<file path="config.mk">
export PLATFORM = sky130hd
export DESIGN_NAME = cache_lookup_top
export DESIGN_NICKNAME = d
export VERILOG_FILES = /design/src/rtl/cache_pkg.sv /design/src/rtl/cache_tag_store.sv /design/src/rtl/cache_way_match.sv /design/src/rtl/cache_lru.sv /design/src/rtl/cache_lookup_top.sv
export SDC_FILE = /design/constraint.sdc
export NUM_CORES = 1
export LEC_CHECK = 0
export CORE_MARGIN = 5
export CORE_UTILIZATION = 55
export CTS_CLUSTER_SIZE = 16
export DETAILED_ROUTE_END_ITERATION = 7
export DONT_BUFFER_PORTS = 1
export PLACE_DENSITY = 0.73
export SYNTH_ARGS = -nofsm -noshare
export SYNTH_HDL_FRONTEND = slang
export SYNTH_SLANG_ARGS = --single-unit
</file>
<file path="constraint.sdc">
create_clock -name clk -period 4.7 [get_ports clk]
set_input_delay 0.705 -clock clk [delete_from_list [all_inputs] [get_ports clk]]
set_output_delay 0.705 -clock clk [all_outputs]
set_load 0.01 [all_outputs]
</file>
<file path="src/rtl/cache_pkg.sv">
// Package: shared helpers for the small cache lookup.
// Assumes: arguments are positive integers known at elaboration.
package cache_pkg;

    // Bit width needed to index n items, never below one bit.
    function automatic int min1_clog2(input int n);
        return (n > 1) ? $clog2(n) : 1;
    endfunction

    // Number of address bits consumed by the set index (zero for one set).
    function automatic int index_bits(input int sets);
        return (sets > 1) ? $clog2(sets) : 0;
    endfunction

endpackage

</file>
<file path="src/rtl/cache_tag_store.sv">
// Module: cache_tag_store
// Holds the valid bit, tag and one-word payload of every way of every set.
// Presents all ways of the addressed set at once and writes one way per cycle.
// Assumes: write index equals read index (lookup and fill share the set).
module cache_tag_store
    import cache_pkg::*;
#(
    parameter int SETS   = 2,
    parameter int WAYS   = 2,
    parameter int TAG_W  = 7,
    parameter int DATA_W = 16,
    localparam int IDX_W = min1_clog2(SETS),
    localparam int WAY_W = min1_clog2(WAYS)
) (
    input  logic                              clk,
    input  logic                              rst_n,
    input  logic [IDX_W-1:0]                  idx,
    input  logic                              wr_en,
    input  logic [WAY_W-1:0]                  wr_way,
    input  logic [TAG_W-1:0]                  wr_tag,
    input  logic [DATA_W-1:0]                 wr_data,
    output logic [WAYS-1:0]                   rd_valid,
    output logic [WAYS-1:0][TAG_W-1:0]        rd_tag,
    output logic [WAYS-1:0][DATA_W-1:0]       rd_data,
    output logic [SETS*WAYS-1:0]              valid_flat
);

    logic [SETS-1:0][WAYS-1:0]              valid_q;
    logic [SETS-1:0][WAYS-1:0][TAG_W-1:0]   tag_q;
    logic [SETS-1:0][WAYS-1:0][DATA_W-1:0]  data_q;

    // Valid bits: cleared by reset, set on fill.
    always_ff @(posedge clk) begin
        if (!rst_n) begin
            valid_q <= '0;
        end else if (wr_en) begin
            valid_q[idx][wr_way] <= 1'b1;
        end
    end

    // Tag and payload: written on fill, no reset needed.
    always_ff @(posedge clk) begin
        if (wr_en) begin
            tag_q[idx][wr_way]  <= wr_tag;
            data_q[idx][wr_way] <= wr_data;
        end
    end

    // Read port: every way of the addressed set.
    always_comb begin
        rd_valid = valid_q[idx];
        rd_tag   = tag_q[idx];
        rd_data  = data_q[idx];
    end

    assign valid_flat = valid_q;

endmodule

</file>
<file path="src/rtl/cache_way_match.sv">
// Module: cache_way_match
// Compares the request tag against every way in parallel and muxes out
// the matching way's index and payload.
// Assumes: at most one way of a set holds a given tag.
module cache_way_match
    import cache_pkg::*;
#(
    parameter int WAYS   = 2,
    parameter int TAG_W  = 7,
    parameter int DATA_W = 16,
    localparam int WAY_W = min1_clog2(WAYS)
) (
    input  logic [TAG_W-1:0]               tag,
    input  logic [WAYS-1:0]                way_valid,
    input  logic [WAYS-1:0][TAG_W-1:0]     way_tag,
    input  logic [WAYS-1:0][DATA_W-1:0]    way_data,
    output logic [WAYS-1:0]                hit_vec,
    output logic                           hit,
    output logic [WAY_W-1:0]               hit_way,
    output logic [DATA_W-1:0]              hit_data
);

    // One comparator per way.
    for (genvar w = 0; w < WAYS; w++) begin : g_cmp
        assign hit_vec[w] = way_valid[w] && (way_tag[w] == tag);
    end

    assign hit = |hit_vec;

    // One-hot to index encoder and AND-OR payload mux.
    always_comb begin
        hit_way  = '0;
        hit_data = '0;
        for (int w = 0; w < WAYS; w++) begin
            if (hit_vec[w]) begin
                hit_way  = hit_way | WAY_W'(w);
                hit_data = hit_data | way_data[w];
            end
        end
    end

endmodule

</file>
<file path="src/rtl/cache_lru.sv">
// Module: cache_lru
// True least-recently-used order per set, kept as an age per way
// (0 = most recent, WAYS-1 = least recent). Picks the replacement way:
// lowest empty way first, otherwise the oldest.
// Assumes: ages of one set always form a permutation of 0..WAYS-1.
module cache_lru
    import cache_pkg::*;
#(
    parameter int SETS = 2,
    parameter int WAYS = 2,
    localparam int IDX_W = min1_clog2(SETS),
    localparam int WAY_W = min1_clog2(WAYS),
    localparam int AGE_W = min1_clog2(WAYS)
) (
    input  logic                 clk,
    input  logic                 rst_n,
    input  logic [IDX_W-1:0]     idx,
    input  logic [WAYS-1:0]      way_valid,
    input  logic                 touch_en,
    input  logic [WAY_W-1:0]     touch_way,
    output logic [WAY_W-1:0]     victim_way
);

    logic [SETS-1:0][WAYS-1:0][AGE_W-1:0] age_q;
    logic [WAYS-1:0][AGE_W-1:0]           cur_age;
    logic [AGE_W-1:0]                     touched_age;

    assign cur_age     = age_q[idx];
    assign touched_age = cur_age[touch_way];

    // Age update: touched way becomes 0, younger ways age by one.
    always_ff @(posedge clk) begin
        if (!rst_n) begin
            for (int s = 0; s < SETS; s++) begin
                for (int w = 0; w < WAYS; w++) begin
                    age_q[s][w] <= AGE_W'(w);
                end
            end
        end else if (touch_en) begin
            for (int w = 0; w < WAYS; w++) begin
                if (WAY_W'(w) == touch_way) begin
                    age_q[idx][w] <= '0;
                end else if (cur_age[w] < touched_age) begin
                    age_q[idx][w] <= cur_age[w] + AGE_W'(1);
                end
            end
        end
    end

    // Victim choice: lowest empty way, else the way with the oldest age.
    always_comb begin
        logic found;
        found      = 1'b0;
        victim_way = '0;
        for (int w = 0; w < WAYS; w++) begin
            if (!found && !way_valid[w]) begin
                victim_way = WAY_W'(w);
                found      = 1'b1;
            end
        end
        if (!found) begin
            for (int w = 0; w < WAYS; w++) begin
                if (cur_age[w] == AGE_W'(WAYS - 1)) begin
                    victim_way = WAY_W'(w);
                end
            end
        end
    end

endmodule

</file>
<file path="src/rtl/cache_lookup_top.sv">
// Module: cache_lookup_top
// Tag lookup for a four-block cache with one-word payloads. WAYS selects
// direct mapped (1), two-way (2) or fully associative (4). A request is
// looked up combinationally against the current state; the response and
// any fill or recency change take effect at the next rising edge.
// Assumes: BLOCKS is a multiple of WAYS and both are powers of two.
module cache_lookup_top
    import cache_pkg::*;
#(
    parameter int BLOCKS = 4,
    parameter int WAYS   = 2,
    parameter int ADDR_W = 8,
    parameter int DATA_W = 16
) (
    input  logic                          clk,
    input  logic                          rst_n,
    input  logic                          req_valid,
    input  logic [ADDR_W-1:0]             req_addr,
    input  logic [DATA_W-1:0]             req_wdata,
    output logic                          rsp_valid,
    output logic                          rsp_hit,
    output logic [min1_clog2(WAYS)-1:0]   rsp_way,
    output logic [DATA_W-1:0]             rsp_data
);

    localparam int SETS     = BLOCKS / WAYS;
    localparam int IDX_W    = min1_clog2(SETS);
    localparam int IDX_BITS = index_bits(SETS);
    localparam int TAG_W    = ADDR_W - IDX_BITS;
    localparam int WAY_W    = min1_clog2(WAYS);

    logic [IDX_W-1:0]             req_idx;
    logic [TAG_W-1:0]             req_tag;
    logic [WAYS-1:0]              way_valid;
    logic [WAYS-1:0][TAG_W-1:0]   way_tag;
    logic [WAYS-1:0][DATA_W-1:0]  way_data;
    logic [SETS*WAYS-1:0]         valid_flat;
    logic [WAYS-1:0]              hit_vec;
    logic                         hit;
    logic [WAY_W-1:0]             hit_way;
    logic [DATA_W-1:0]            hit_data;
    logic [WAY_W-1:0]             victim_way;
    logic [WAY_W-1:0]             access_way;
    logic                         fill_en;

    // Split the block address into set index (modulo) and tag.
    assign req_idx = IDX_W'(req_addr % ADDR_W'(SETS));
    assign req_tag = TAG_W'(req_addr >> IDX_BITS);

    cache_tag_store #(
        .SETS(SETS), .WAYS(WAYS), .TAG_W(TAG_W), .DATA_W(DATA_W)
    ) store_i (
        .clk        (clk),
        .rst_n      (rst_n),
        .idx        (req_idx),
        .wr_en      (fill_en),
        .wr_way     (victim_way),
        .wr_tag     (req_tag),
        .wr_data    (req_wdata),
        .rd_valid   (way_valid),
        .rd_tag     (way_tag),
        .rd_data    (way_data),
        .valid_flat (valid_flat)
    );

    cache_way_match #(
        .WAYS(WAYS), .TAG_W(TAG_W), .DATA_W(DATA_W)
    ) match_i (
        .tag       (req_tag),
        .way_valid (way_valid),
        .way_tag   (way_tag),
        .way_data  (way_data),
        .hit_vec   (hit_vec),
        .hit       (hit),
        .hit_way   (hit_way),
        .hit_data  (hit_data)
    );

    cache_lru #(
        .SETS(SETS), .WAYS(WAYS)
    ) lru_i (
        .clk        (clk),
        .rst_n      (rst_n),
        .idx        (req_idx),
        .way_valid  (way_valid),
        .touch_en   (req_valid),
        .touch_way  (access_way),
        .victim_way (victim_way)
    );

    // Way touched by this request and the fill decision.
    assign access_way = hit ? hit_way : victim_way;
    assign fill_en    = req_valid && !hit;

    // Registered response, one cycle after the request.
    always_ff @(posedge clk) begin
        if (!rst_n) begin
            rsp_valid <= 1'b0;
            rsp_hit   <= 1'b0;
            rsp_way   <= '0;
            rsp_data  <= '0;
        end else begin
            rsp_valid <= req_valid;
            if (req_valid) begin
                rsp_hit  <= hit;
                rsp_way  <= access_way;
                rsp_data <= hit ? hit_data : req_wdata;
            end
        end
    end

endmodule

</file>
### Yosys cells after proc, flatten, opt, wreduce, memory -nomap -nowiden

Cells that the tools add are included.

| storage, ports and cells | value |
|---|---|
| word-level logic and storage cells | 91 |
| flip-flop bits (word level) | 119 |
| output and inout port bits | 19 |

| operators by class | value |
|---|---|
| reductions and logical operators | 9 |
| $add $sub $neg | 2 |
| multiplexer cells | 47 |
| eq/ne operators | 2 |
| order comparisons | 7 |
| bitwise gates (word level) | 6 |

Operators with widths:

| operator | number |
|---|---|
| $mux 32 | 3 |
| $bwmux 64 | 1 |
| $mux 16 | 4 |
| $mux 14 | 3 |
| $demux 32 s1 | 1 |
| $bwmux 28 | 1 |
| $mux 4 | 6 |
| $demux 16 s1 | 1 |
| $or 16x16->16 | 1 |
| $demux 14 s1 | 1 |
| $eq 7x7->1 | 2 |
| $mux 1 | 12 |
| $mux 2 | 6 |
| $and 4x4->4 | 2 |
| $bwmux 4 | 2 |
| $not 4->4 | 2 |
| $demux 7 s1 | 1 |
| $mux 7 | 1 |
| $demux 2 s1 | 3 |
| $logic_and 1x1->1 | 6 |
| $lt 1x2->1 const B | 3 |
| $or 4x4->4 | 1 |
| $add 1x1->1 const B | 2 |
| $ge 1x1->1 const B | 2 |
| other kinds (4) | 6 |

### Depth between registers and ports, before layout

| depth | value |
|---|---|
| depth after elaboration | 19 |
| mapped depth | 9 |
| mapped depth without buffers | 6 |

### Hierarchy

A second synthesis with hierarchy kept.

| second synthesis, totals | value |
|---|---|
| cell total of the unflattened synthesis | 304 |
| area, all modules | 4912.2 sq um |

Modules (own cells, without submodules):

| module | sequential area each (sq um) | cells an instance | instances | area an instance (sq um) |
|---|---|---|---|---|
| cache_tag_store | 2842.7 | 158 | 1 | 3528.4 |
| cache_lookup_top | 380.4 | 82 | 1 | 810.8 |
| cache_way_match | 0.0 | 46 | 1 | 381.6 |
| cache_lru | 80.1 | 18 | 1 | 191.4 |

### Worst setup path after synthesis

OpenSTA, ideal clock, no wires.

| timing | value |
|---|---|
| path type | input port to flip-flop |
| start point | input req_addr[0] |
| end point | register store_i.data_q[48] (netlist bit) (enable) |
| path slack | -0.011 ns |
| arrival time | 4.238 ns |
| data required time | 4.227 ns |
| stages on the path | 7 |
| buffers on the path | 2 |
| library setup time | 0.473 ns |
| path through | buf_6 buf_4 mux2i_1 xnor2_1 nor3_1 and2_1 nor4b_1 |

| between the ends | value |
|---|---|
| longest elaborated chain between the ends | 7 |

RTL lines:

| element | RTL line | text |
|---|---|---|
| start: declaration | cache_lookup_top.sv:18 | `input logic [ADDR_W-1:0] req_addr,` |
| $mux 14 (not written as such) (2 in series) | cache_tag_store.sv:52 | `rd_tag = tag_q[idx];` |
| $eq 7x7->1 | cache_way_match.sv:25 | `assign hit_vec[w] = way_valid[w] && (way_tag[w] == tag);` |
| $logic_and 1x1->1 | cache_way_match.sv:25 |  |
| $reduce_or 2->1 (*) | cache_way_match.sv:28 | `assign hit = \|hit_vec;` |
| $logic_not 1->1 (*) | cache_lookup_top.sv:93 | `assign fill_en = req_valid && !hit;` |
| $logic_and 1x1->1 (*) | cache_lookup_top.sv:93 |  |
| end signal: indexed assignment | cache_tag_store.sv:45 | `data_q[idx][wr_way] <= wr_data;` |
| end: declaration | cache_tag_store.sv:30 | `logic [SETS-1:0][WAYS-1:0][DATA_W-1:0] data_q;` |

Every way passes the cells marked *; elsewhere a longest branch is shown, timed or not. The select of a mux whose other input is x is not followed.
A chain may end at the register's enable or synchronous reset.

==> flow_metrics.env <==
export IMPL_status="finished, final reports clean"
export IMPL_synth_seq_cells=119
export IMPL_grt_setup_unrepaired="false"
export IMPL_muxShareOfSynthArea_pct=9.30
export IMPL_timing_setup_tns_ps=0
export IMPL_groute_usage_overall_pct=17.3
export IMPL_layout_nets=328
export IMPL_finalHoldViolCount=0
export IMPL_worstPathRequired_ps=4880
export IMPL_timing_clock_skew_ps=9.50
export IMPL_layout_commonest_cell="sky130_fd_sc_hd__edfxtp_1"
export IMPL_synthCells=298
export IMPL_detail_route_vias_per_cell=6.04
export IMPL_start_util_pct=57.1
export IMPL_hpwlAfterDp_mm=5.02
export IMPL_yosysWarningCount=0
export IMPL_total_switching_power_w=0.000508
export IMPL_cts_hold_buffers_added=0
export IMPL_hold_class="in2reg"
export IMPL_core_area_um2=8300
export IMPL_tritoncts_num_sinks=119
export IMPL_fp_dieArea_um2=10600
export IMPL_ios=46
export IMPL_end_kind="register"
export IMPL_post_cts_buffers=0
export IMPL_cap_viol_max_count=0
export IMPL_netlist_area_um2=4740
export IMPL_synth_adder_area_share_pct=0
export IMPL_gpl_final_weighted_congestion=0.763
export IMPL_power_report_internal_total_w=0.00197
export IMPL_relSlewSlack_pct=36.2
export IMPL_fmax_ghz=0.360
export IMPL_power_share_sequential_pct=48.4
export IMPL_number_of_antenna_violations_at_the_first_check_in_global_routing=0
export IMPL_count_of_port_buffers_added_during_placement=0
export IMPL_hold_path_startpoint="req_wdata[6]"
export IMPL_cts_buffer_depth=2
export IMPL_synth_top_family_by_area="compound AO/OA/AOI/OAI gates"
export IMPL_syn_num_nets=325
export IMPL_worst_endpoint_arrival_ps=2960
export IMPL_final_setup_viol_count=0
export IMPL_tritoncts="done"
export IMPL_crit_path_max_fanout=15
export IMPL_drc_errors=0
export IMPL_startpoint="lru_i.age_q[1]"
export IMPL_detail_route_antenna_nets=0
export IMPL_mostFrequentLayoutCells="sky130_fd_sc_hd__edfxtp_1, sky130_fd_sc_hd__mux2i_1, sky130_fd_sc_hd__dfxtp_1, sky130_fd_sc_hd__and3_1"
export IMPL_register_area_share_after_synthesis_pct=69.7
export IMPL_globalRoute_totalOverflow=0
export IMPL_worst_path_cell_chain="o21ai_0 -> o21ai_0 -> nand2_1 -> nor3_2 -> buf_4"
export IMPL_leakage_power_nw=1.94
export IMPL_final_min_period_over_clock_period_pct=59.0
export IMPL_synth_compound_area_share_pct=9.96
export IMPL_synth_xor_area_share_pct=2.96
export IMPL_vdd_ir_drop_worst_mv=0.365
export IMPL_place_area_um2=4820
export IMPL_wl_mm=8.50
export IMPL_comb_power_share_pct=3.6
export IMPL_cts_root_buf="sky130_fd_sc_hd__clkbuf_8"
export IMPL_p_clk_share_pct=47.9
export IMPL_area_growth_syn_to_layout_pct=13.3
export IMPL_timing_rr_start="lru_i.age_q[1]"
export IMPL_die_w_um=103
export IMPL_grt_pass1_wl_mm=13.6
export IMPL_number_of_global_route_vias_before_repair=2568
export IMPL_drt_wirelength_per_cell_um=20.3
export IMPL_antennaDiodeCount=0
export IMPL_ratio_of_cells_with_drive_above_1_in_the_final_layout_pct=15.3
export IMPL_power_switching_share_pct=20.5
export IMPL_drt_iter0_drc=195
export IMPL_dr_pass1_iters=4
export IMPL_synth_avg_cell_area_um2=15.9
export IMPL_crit_slowest_cell="sky130_fd_sc_hd__nor3_2"
export IMPL_dr_total_vias=2530
export IMPL_synth_lib_cells_used_distinct=36
export IMPL_maximum_number_of_pins_on_one_net_before_global_route_repair=58
export IMPL_setup_worst_path_start_class="register"
export IMPL_cts_buffers=17
export IMPL_criticalPathCategory="reg2reg"
export IMPL_clk_pin_slew_worst_setup_hold_paths_ps=60
export IMPL_dieHeight_um=103
export IMPL_power_dens_cells_nw_per_um2=462
export IMPL_final_max_slew_viol_count=0
export IMPL_htree_num_levels=4
export IMPL_floorplan_rows=33
export IMPL_timing_worst_slew_pin_value_ps=949
export IMPL_critical_path_top_cell_by_count="sky130_fd_sc_hd__o21ai_0"
export IMPL_post_route_min_period_ps=2770
export IMPL_cts_repair_resized=0
export IMPL_layout_cell_area_non_filler_um2=5370
export IMPL_skew_pair_late_insertion_delay_ps=510
export IMPL_post_synth_and_or_nand_nor_area_fraction_pct=5.36
export IMPL_largest_incremental_delay_on_the_critical_path_ps=720
==> critical path: cells and delay by family, from the launching register on <==
kind                   cells  cell delay, ps
AOI/OAI and AO/OA          2             800
DFF                        1             380
buffers and inverters      1             400
and+or+nand+nor            2             870
==> final cells by class <==
type	count	area (µm²)
sequential	119	3300
tap	105	131
timing repair buffer	5	37.5
clock buffer	18	418
inverter	2	7.51
clock inverter	14	134
multi-input combinational	156	1340
fill	548	2930
==> flip-flops by register name, indices dropped and copies added, names as in the netlist <==
name / flops
lru_i.age_q: 4
store_i.valid_flat: 4
rsp_hit: 1
store_i.data_q: 64
store_i.tag_q: 28
rsp_way: 1
rsp_valid: 1
rsp_data: 16
==> metrics by stage <==
step / utilization (%) / hold slack, ps / worst slack [ps] / total power, W / instances
2_1_floorplan: - / 441 / 686 / 0.00131 / 298
3_3_place_gp: 58.0 / 448 / 1680 / 0.00131 / 387
3_5_place_dp: 58.0 / 483 / 1630 / 0.00131 / 387
4_1_cts: 64.7 / 260 / 1870 / 0.00250 / 419
5_1_grt: 64.7 / 267 / 1730 / 0.00257 / 419
6_report: 64.7 / 289 / 1930 / 0.00248 / 419
==> power groups by stage <==
stage               Sequential (W)  Combinational, W  Clock, W
finish                     0.00120         0.0000904   0.00119
global placement           0.00122         0.0000888         0
detailed placement         0.00122         0.0000911         0
floorplan                  0.00122         0.0000905         0
CTS                        0.00120         0.0000919   0.00121
global route               0.00121          0.000101   0.00126
==> Yosys cell counts (all sizes together) <==
master   instances  area (µm²)
a21o             1        7.51
o21ai            5        25.0
inv              2        7.51
and3            18         118
o32a             1        10.0
o221ai          16         140
a21oi            4        31.3
or4              1        11.3
nand2            7        26.3
a2bb2oi          2        17.5
nand2b           1        6.26
and2             2        12.5
nor2b            1        6.26
dfxtp           27         541
o221a           16         180
o21a             4        30.0
nand3            3        15.0
mux2i           44         440
xnor2            9        78.8
o211a            1        10.0
xor2             7        61.3
edfxtp          92        2760
nor4             2        12.5
nor4b            1        8.76
buf              8        70.1
nor3b            1        7.51
o211ai           1        7.51
clkbuf          13        48.8
nor3             6        30.0
a31oi            2        12.5
==> logic make-up after synthesis <==
group | Yosys count
AND/OR/NAND/NOR | 43
flip-flops | 119
XOR/XNOR | 16
AO/OA/AOI/OAI | 53
buffers and inverters | 23
multiplexers | 44
==> path summary, 6_finish.rpt <==
kind	to	slack, ps	depth (start not counted)
worst max-delay path	store_i.data_q[31]	1930	5
worst min register to register	store_i.valid_flat[1]	490	1
worst min-delay path	store_i.data_q[38]	290	0
worst max register to register	store_i.data_q[31]	1930	5
==> layer usage <==
layer	global-route usage (%)	share of wire, %	vias up
met5	0	0	-
met4	7.87	1.6	0
met3	5.95	6.3	12
met2	27.4	48	82
met1	21.7	44	1236
li1	-	-	1200
(Power assumes the default switching activity.)
